### src/rtl/spi_slave_pkg.sv
package spi_slave_pkg;

  // Strobes from the control FSM to the datapath, valid for one system clock.
  typedef struct packed {
    logic clearShift;   // deselected: drop any partial inbound byte
    logic captureBit;   // shift MOSI into the inbound register
    logic shiftTx;      // advance the outbound register by one bit
    logic byteDone;     // this capture completes the byte
  } ctlStrobes_t;

endpackage

### src/rtl/spi_slave_ctrl.sv
module spi_slave_ctrl
  import spi_slave_pkg::*;
#(
  parameter int DATA_W      = 8,
  parameter int SYNC_STAGES = 2
) (
  input  logic        clk,
  input  logic        rstN,
  input  logic        cfgEnable,
  input  logic        cfgCpol,
  input  logic        cfgCpha,
  input  logic        sckIn,
  input  logic        mosiIn,
  input  logic        ssN,
  output ctlStrobes_t strobes,
  output logic        mosiBit,
  output logic        inByte,
  output logic        driveOk
);

  localparam int CNT_W = (DATA_W > 1) ? $clog2(DATA_W) : 1;
  localparam logic [CNT_W-1:0] LAST_BIT = CNT_W'(DATA_W - 1);

  logic [SYNC_STAGES-1:0] sckPipe, mosiPipe, ssPipe;
  logic sckSync, ssSync, sckPrev;
  logic [CNT_W-1:0] bitCnt;
  logic selected, sckAct, prevAct, leadEdge, trailEdge, captureEdge, launchEdge;

  // Synchronizers: bit 0 takes the pin, the top bit is the usable level.
  always_ff @(posedge clk or negedge rstN) begin
    if (!rstN) begin
      sckPipe  <= '0;
      mosiPipe <= '0;
      ssPipe   <= '1;
    end else begin
      sckPipe  <= {sckPipe[SYNC_STAGES-2:0], sckIn};
      mosiPipe <= {mosiPipe[SYNC_STAGES-2:0], mosiIn};
      ssPipe   <= {ssPipe[SYNC_STAGES-2:0], ssN};
    end
  end

  assign sckSync = sckPipe[SYNC_STAGES-1];
  assign ssSync  = ssPipe[SYNC_STAGES-1];
  assign mosiBit = mosiPipe[SYNC_STAGES-1];

  always_ff @(posedge clk or negedge rstN) begin
    if (!rstN) sckPrev <= 1'b0;
    else       sckPrev <= sckSync;
  end

  assign selected    = cfgEnable & ~ssSync;
  assign sckAct      = sckSync ^ cfgCpol;
  assign prevAct     = sckPrev ^ cfgCpol;
  assign leadEdge    = sckAct & ~prevAct;
  assign trailEdge   = ~sckAct & prevAct;
  assign captureEdge = cfgCpha ? trailEdge : leadEdge;
  assign launchEdge  = cfgCpha ? leadEdge : trailEdge;

  always_comb begin
    strobes.clearShift = ~selected;
    strobes.captureBit = selected & captureEdge;
    strobes.byteDone   = selected & captureEdge & (bitCnt == LAST_BIT);
    // No launch at bit position 0: the MSB is already on MISO.
    strobes.shiftTx    = selected & launchEdge & (bitCnt != '0);
  end

  always_ff @(posedge clk or negedge rstN) begin
    if (!rstN) begin
      bitCnt <= '0;
      inByte <= 1'b0;
    end else if (!selected) begin
      bitCnt <= '0;
      inByte <= 1'b0;
    end else begin
      if (strobes.captureBit)
        bitCnt <= (bitCnt == LAST_BIT) ? '0 : bitCnt + 1'b1;
      if (strobes.byteDone)
        inByte <= 1'b0;
      else if (leadEdge)
        inByte <= 1'b1;
    end
  end

  assign driveOk = selected & (~cfgCpha | inByte);

endmodule

### src/rtl/spi_slave_dp.sv
module spi_slave_dp
  import spi_slave_pkg::*;
#(
  parameter int DATA_W = 8
) (
  input  logic              clk,
  input  logic              rstN,
  input  ctlStrobes_t       strobes,
  input  logic              mosiBit,
  input  logic              inByte,
  input  logic              driveOk,
  input  logic              hostWrEn,
  input  logic [DATA_W-1:0] hostWrData,
  input  logic              hostRdEn,
  output logic              misoOut,
  output logic              misoOe,
  output logic [DATA_W-1:0] rxData,
  output logic              doneFlag,
  output logic              collisionFlag,
  output logic              overrunFlag
);

  logic [DATA_W-1:0] txShift, rxShift, rxBuf;
  logic [DATA_W-1:0] rxNext;

  assign rxNext = {rxShift[DATA_W-2:0], mosiBit};

  always_ff @(posedge clk or negedge rstN) begin
    if (!rstN)                   txShift <= '0;
    else if (hostWrEn && !inByte) txShift <= hostWrData;
    else if (strobes.shiftTx)     txShift <= {txShift[DATA_W-2:0], 1'b0};
  end

  always_ff @(posedge clk or negedge rstN) begin
    if (!rstN)                   rxShift <= '0;
    else if (strobes.clearShift) rxShift <= '0;
    else if (strobes.captureBit) rxShift <= rxNext;
  end

  always_ff @(posedge clk or negedge rstN) begin
    if (!rstN) begin
      rxBuf         <= '0;
      doneFlag      <= 1'b0;
      overrunFlag   <= 1'b0;
      collisionFlag <= 1'b0;
    end else begin
      if (strobes.byteDone) rxBuf <= rxNext;

      if (strobes.byteDone)  doneFlag <= 1'b1;
      else if (hostRdEn)     doneFlag <= 1'b0;

      if (strobes.byteDone && doneFlag && !hostRdEn) overrunFlag <= 1'b1;
      else if (hostRdEn)                             overrunFlag <= 1'b0;

      if (hostWrEn && inByte) collisionFlag <= 1'b1;
      else if (hostRdEn)      collisionFlag <= 1'b0;
    end
  end

  assign rxData  = rxBuf;
  assign misoOe  = driveOk;
  assign misoOut = driveOk & txShift[DATA_W-1];

endmodule

### src/rtl/spi_slave_top.sv
module spi_slave_top
  import spi_slave_pkg::*;
#(
  parameter int DATA_W      = 8,
  parameter int SYNC_STAGES = 2
) (
  input  logic              clk,
  input  logic              rstN,
  input  logic              cfgEnable,
  input  logic              cfgCpol,
  input  logic              cfgCpha,
  input  logic              sckIn,
  input  logic              mosiIn,
  input  logic              ssN,
  output logic              misoOut,
  output logic              misoOe,
  input  logic              hostWrEn,
  input  logic [DATA_W-1:0] hostWrData,
  input  logic              hostRdEn,
  output logic [DATA_W-1:0] rxData,
  output logic              doneFlag,
  output logic              collisionFlag,
  output logic              overrunFlag
);

  ctlStrobes_t strobes;
  logic mosiBit, inByte, driveOk;

  spi_slave_ctrl #(.DATA_W(DATA_W), .SYNC_STAGES(SYNC_STAGES)) u_ctrl (
    .clk(clk), .rstN(rstN), .cfgEnable(cfgEnable), .cfgCpol(cfgCpol),
    .cfgCpha(cfgCpha), .sckIn(sckIn), .mosiIn(mosiIn), .ssN(ssN),
    .strobes(strobes), .mosiBit(mosiBit), .inByte(inByte), .driveOk(driveOk)
  );

  spi_slave_dp #(.DATA_W(DATA_W)) u_dp (
    .clk(clk), .rstN(rstN), .strobes(strobes), .mosiBit(mosiBit),
    .inByte(inByte), .driveOk(driveOk), .hostWrEn(hostWrEn),
    .hostWrData(hostWrData), .hostRdEn(hostRdEn), .misoOut(misoOut),
    .misoOe(misoOe), .rxData(rxData), .doneFlag(doneFlag),
    .collisionFlag(collisionFlag), .overrunFlag(overrunFlag)
  );

endmodule

### config.mk
export PLATFORM = sky130hd
export DESIGN_NAME = spi_slave_top
export DESIGN_NICKNAME = d
export VERILOG_FILES = /design/src/rtl/spi_slave_pkg.sv /design/src/rtl/spi_slave_ctrl.sv /design/src/rtl/spi_slave_dp.sv /design/src/rtl/spi_slave_top.sv
export SDC_FILE = /design/constraint.sdc
export NUM_CORES = 1
export LEC_CHECK = 0
export BUFFER_PORTS_ARGS = -buffer_cell sky130_fd_sc_hd__buf_4
export CORE_ASPECT_RATIO = 0.5
export CORE_MARGIN = 2
export CORE_UTILIZATION = 48
export DETAILED_ROUTE_END_ITERATION = 12
export PLACE_DENSITY = 0.77
export SETUP_SLACK_MARGIN = 0.05
export SLEW_MARGIN = 5
export SYNTH_ARGS = -nofsm -noshare
export SYNTH_HDL_FRONTEND = slang
export SYNTH_SLANG_ARGS = --single-unit
### constraint.sdc
create_clock -name clk -period 1.5 [get_ports clk]
set_input_delay 0.075 -clock clk [delete_from_list [all_inputs] [get_ports clk]]
set_output_delay 0.075 -clock clk [all_outputs]
set_load 0.02 [all_outputs]
==> results by group <==
Status
  • Outcome: completed

Worst setup path
  • Critical path arrival: approximately 1.7 ns
  • Critical-path cell list: nor4bb_1 > mux2_4 > nand2_4 > mux2_2
  • CP Max Fanout: 4
  • Peak per-stage delay on the critical path: 0.55 ns
  • Endpoint class of the critical path: flip-flop
  • Slowest cell on the critical path: dfstp_2
  • Family with the most delay on the worst path: multiplexers
  • Worst path buffer plus inverter count: 0
  • Critical setup path kind: flip-flop to flip-flop
  • Critical Path Start Type: flip-flop
  • Required time reported for the critical path endpoint: 1.68 ns

Clocking
  • Number of buffers created by CTS: 5
  • Clock slew at the register clock pins of the worst setup and hold paths: ~0.080 ns
  • Clock tree from TritonCTS: yes
  • Worst-skew pair later-pin latency: ~0.29 ns
  • Cell chosen for the clock root: clkbuf_8
  • CTS max path bufs: 2
  • Number of H-tree levels: 2
  • Clk sink count: 37

Logic synthesis
  • Share of synthesized cell area in full adder, half adder and majority cells: about 2.4%
  • Cells after Synth: 125
  • Combinational family with the most area after synthesis: compound AO/OA/AOI/OAI gates
  • Average cell area after synthesis: approximately 12 um^2
  • Compound-cell area share of the yosys netlist: between 10 and 15%
  • Total nets after synthesis: between 100 and 150
  • Synth Cell Area: 0.001536 mm^2
  • Total number of yosys warnings: 0
  • Simple-gate share of the synthesized area: a little over a tenth
  • Number of distinct standard cells referenced by the synthesized netlist: 28
  • Number of flip-flops and latches in the synthesized netlist: 37
  • Cell taking the most area after synthesis: dfrtp_1
  • Post-synthesis mux area share: 8.876%
  • Top area cells in the synthesized netlist: dfrtp_1 57%, mux2_2 6.6%, a22o_1 5.7%
  • Xor and xnor area share after synthesis: under 10%
  • Sequential share of the synthesized area: approximately three fifths
  • Top-area cell type share of the netlist area: between 50% and 60%

Pwr
  • Power consumption: 0.001989 W
  • Total power divided by cell area: ~960 mW/mm^2
  • Maximum VDD drop: between 0.6 and 0.7 mV
  • Static Leak: about 1 nW

Placement
  • Port Buf Inserts: 30
  • Total placed cells including tap cells: a little under 200
  • Hpwl dp: about 1900 um
  • Weighted congestion at the end of routability-driven global placement: between 0.7 and 0.8

Final layout
  • Fraction of final layout cells with drive strength greater than 1: 41.95%
  • Non-filler cells, final: between 200 and 250
  • Share of the core filled with cells: between 60 and 70%
  • Net count reported at finish: ~190
  • Number of antenna cells inserted: 0
  • Area grow syn2layout: 34.93%

GRT
  • All-Layer GR Usage: between 10% and 20%
  • Remaining global-route overflow: 0
  • Maximum number of pins on one net before global-route repair: 38
  • Number of global-route vias before repair: roughly 1.0k
  • Number of antenna violations at the first check in global routing: 0
  • Wire length of the first global-routing pass: roughly 4700 um

Run
  • Max-capacitance violation count: 0

Routing
  • Number of nets with antenna violations after routing: 0
  • Vias after detailed routing: roughly 1.1k
  • Final wirelength: roughly 3100 um
  • Number of remaining DRC errors: 0
  • Routed len/inst: roughly 14 um
  • Per-cell via count in the routed design: 5.238
  • Violation count after the first detailed-route iteration: 40
  • First-pass iteration count of the detailed router: 4

Timing
  • Max_slew headroom: 69.79%
  • Final worst path period share: 97.99%
  • Final Hold Violating Endpoints: 0
  • Final setup violating endpoints: 0
  • Final Skew: roughly 0.0035 ns
  • Slew of the pin with the lowest slew margin: approximately 0.45 ns
  • Count of final max-slew check failures: 0
  • Worst Hold Slack: approximately 0.012 ns
  • Final critical path time including I/O delays and setup: 1.470 ns
  • Unrepaired setup endpoints after global routing: yes
  • Max Fclk: just under 700 MHz

Die
  • Core area: 0.003030 mm^2
  • Die height: roughly 44 um
  • Starting utilization of the core area: 50.70%
  • Die footprint: between 0.003 and 0.004 mm^2
  • Die Wd: about 84 um
  • Std cell rows: 14
  • Number of top-level design ports: 31

Worst hold path
  • Hold/Removal Path Class: input pin to flip-flop
## final cells by class
| cell class | instances | area, um^2 |
|---|---|---|
| fillers | 230 | 957.2 |
| flip-flops and latches | 37 | 929.6 |
| multi-input cells | 80 | 640.6 |
| repair buffers | 43 | 339.1 |
| clock buffers | 5 | 68.82 |
| well taps | 40 | 50.05 |
| clock inverters | 3 | 22.52 |
| inverters | 6 | 22.52 |
## placed cells by master (no fill, tap or decap), types with 2 or more instances in the layout
cell type / instances
buf_4: 37
mux2i_1: 2
a31oi_1: 8
dfstp_2: 2
clkinv_4: 2
nand2b_1: 2
clkbuf_8: 5
a21oi_1: 2
dlygate4sd3_1: 5
ha_2: 2
o21ai_1: 4
mux2_2: 8
nand2_1: 2
inv_1: 6
o21ai_0: 2
nor4bb_1: 2
nor2_1: 10
mux2_4: 2
nand3_1: 7
o21ai_2: 4
dfrtp_1: 34
a22o_1: 10
## worst reg2reg max path, stage by stage, from the launching register on
cell	delay (ns)
dfstp_2	0.55
nor4bb_1	0.05
mux2_4	0.33
nand2_4	0.10
mux2_2	0.33
## flip-flops by register name, summed over array words and instances, names as in the netlist
| signal | count |
|---|---|
| u_dp.rxShift | 7 |
| u_ctrl.bitCnt | 3 |
| u_ctrl.ssPipe | 2 |
| u_dp.txShift | 8 |
| u_ctrl.mosiPipe | 2 |
| u_ctrl.inByte | 1 |
| u_dp.rxData | 8 |
| u_ctrl.sckPrev | 1 |
| u_ctrl.sckPipe | 2 |
| u_dp.collisionFlag | 1 |
| u_dp.doneFlag | 1 |
| u_dp.overrunFlag | 1 |
## final timing paths
check / slack (ns) / depth (start not counted) / startpoint / to
max in group asynchronous: 0.87 / 2 / rstN / u_ctrl.ssPipe[1]$_DFF_PN1_
setup / recovery: 0.03 / 4 / u_ctrl.ssPipe[1]$_DFF_PN1_ / u_dp.rxData[7]$_DFFE_PN0P_
min in group asynchronous: 0.29 / 2 / rstN / u_dp.rxData[4]$_DFFE_PN0P_
hold reg to reg: 0.35 / 0 / u_ctrl.mosiPipe[0]$_DFF_PN0_ / u_ctrl.mosiPipe[1]$_DFF_PN0_
setup reg to reg: 0.03 / 4 / u_ctrl.ssPipe[1]$_DFF_PN1_ / u_dp.rxData[7]$_DFFE_PN0P_
hold / removal: 0.01 / 3 / hostWrEn / u_dp.collisionFlag$_DFFE_PN0P_
## per-stage QoR
stage	cell area [um^2]	setup WS [ns]	TNS, ns
6_report	2073	0.03020	0
2_1_floorplan	1544	0.04529	0
3_5_place_dp	1837	-0.01220	-0.02180
3_3_place_gp	1837	0.04156	0
5_1_grt	2073	-0.001024	-0.001024
4_1_cts	1999	0.02162	0
## repair_timing
action / 4_1_cts / 5_1_grt
pin swaps: 0 / 5
endpoints found under the setup margin: 18 / 29
gates cloned: 0 / 1
hold endpoints to repair: 41 / 0
buffers inserted: 1 / 2
resized for setup: 3 / 21
hold buffers: 5 / 0
## cell families (layout without fill, tap and decap cells)
group | Yosys count | in the layout
buf+inv | 9 | 57
compound gates | 32 | 32
flops | 37 | 37
xor+xnor | 1 | 1
mux | 12 | 12
fa+ha+maj | 3 | 3
simple gates | 31 | 32
## synth_stat cells (all sizes together)
master  number
nor2b        2
nand2b       3
dfrtp       35
nor4bb       2
nand2        3
xnor2        1
a21oi        2
a22o        10
nand3        7
a221oi       1
and2         1
mux2i        2
clkbuf       1
mux2        10
or2          1
dfstp        2
a31oi        8
o211ai       1
inv          6
buf          2
o21ai       10
ha           3
nor3b        1
nor2        11
## power breakdown
part	internal, W	switching, W	total, W
Sequential	0.00104	0.0000281	0.00107
Combinational	0.000106	0.000108	0.000215
Clock	0.000329	0.000379	0.000708
Total	0.00147	0.000516	0.00199
## layer usage
metal	part of all wire, %	GRT usage [%]	routed length [um]	vias up
met5	0	0	0	-
met4	2.7	9.677	83	0
met3	4.6	7.238	140	8
met2	46	26.56	1425	21
met1	46	21.56	1418	546
li1	-	-	-	546
No activity file was read; power rests on OpenSTA's default activity.
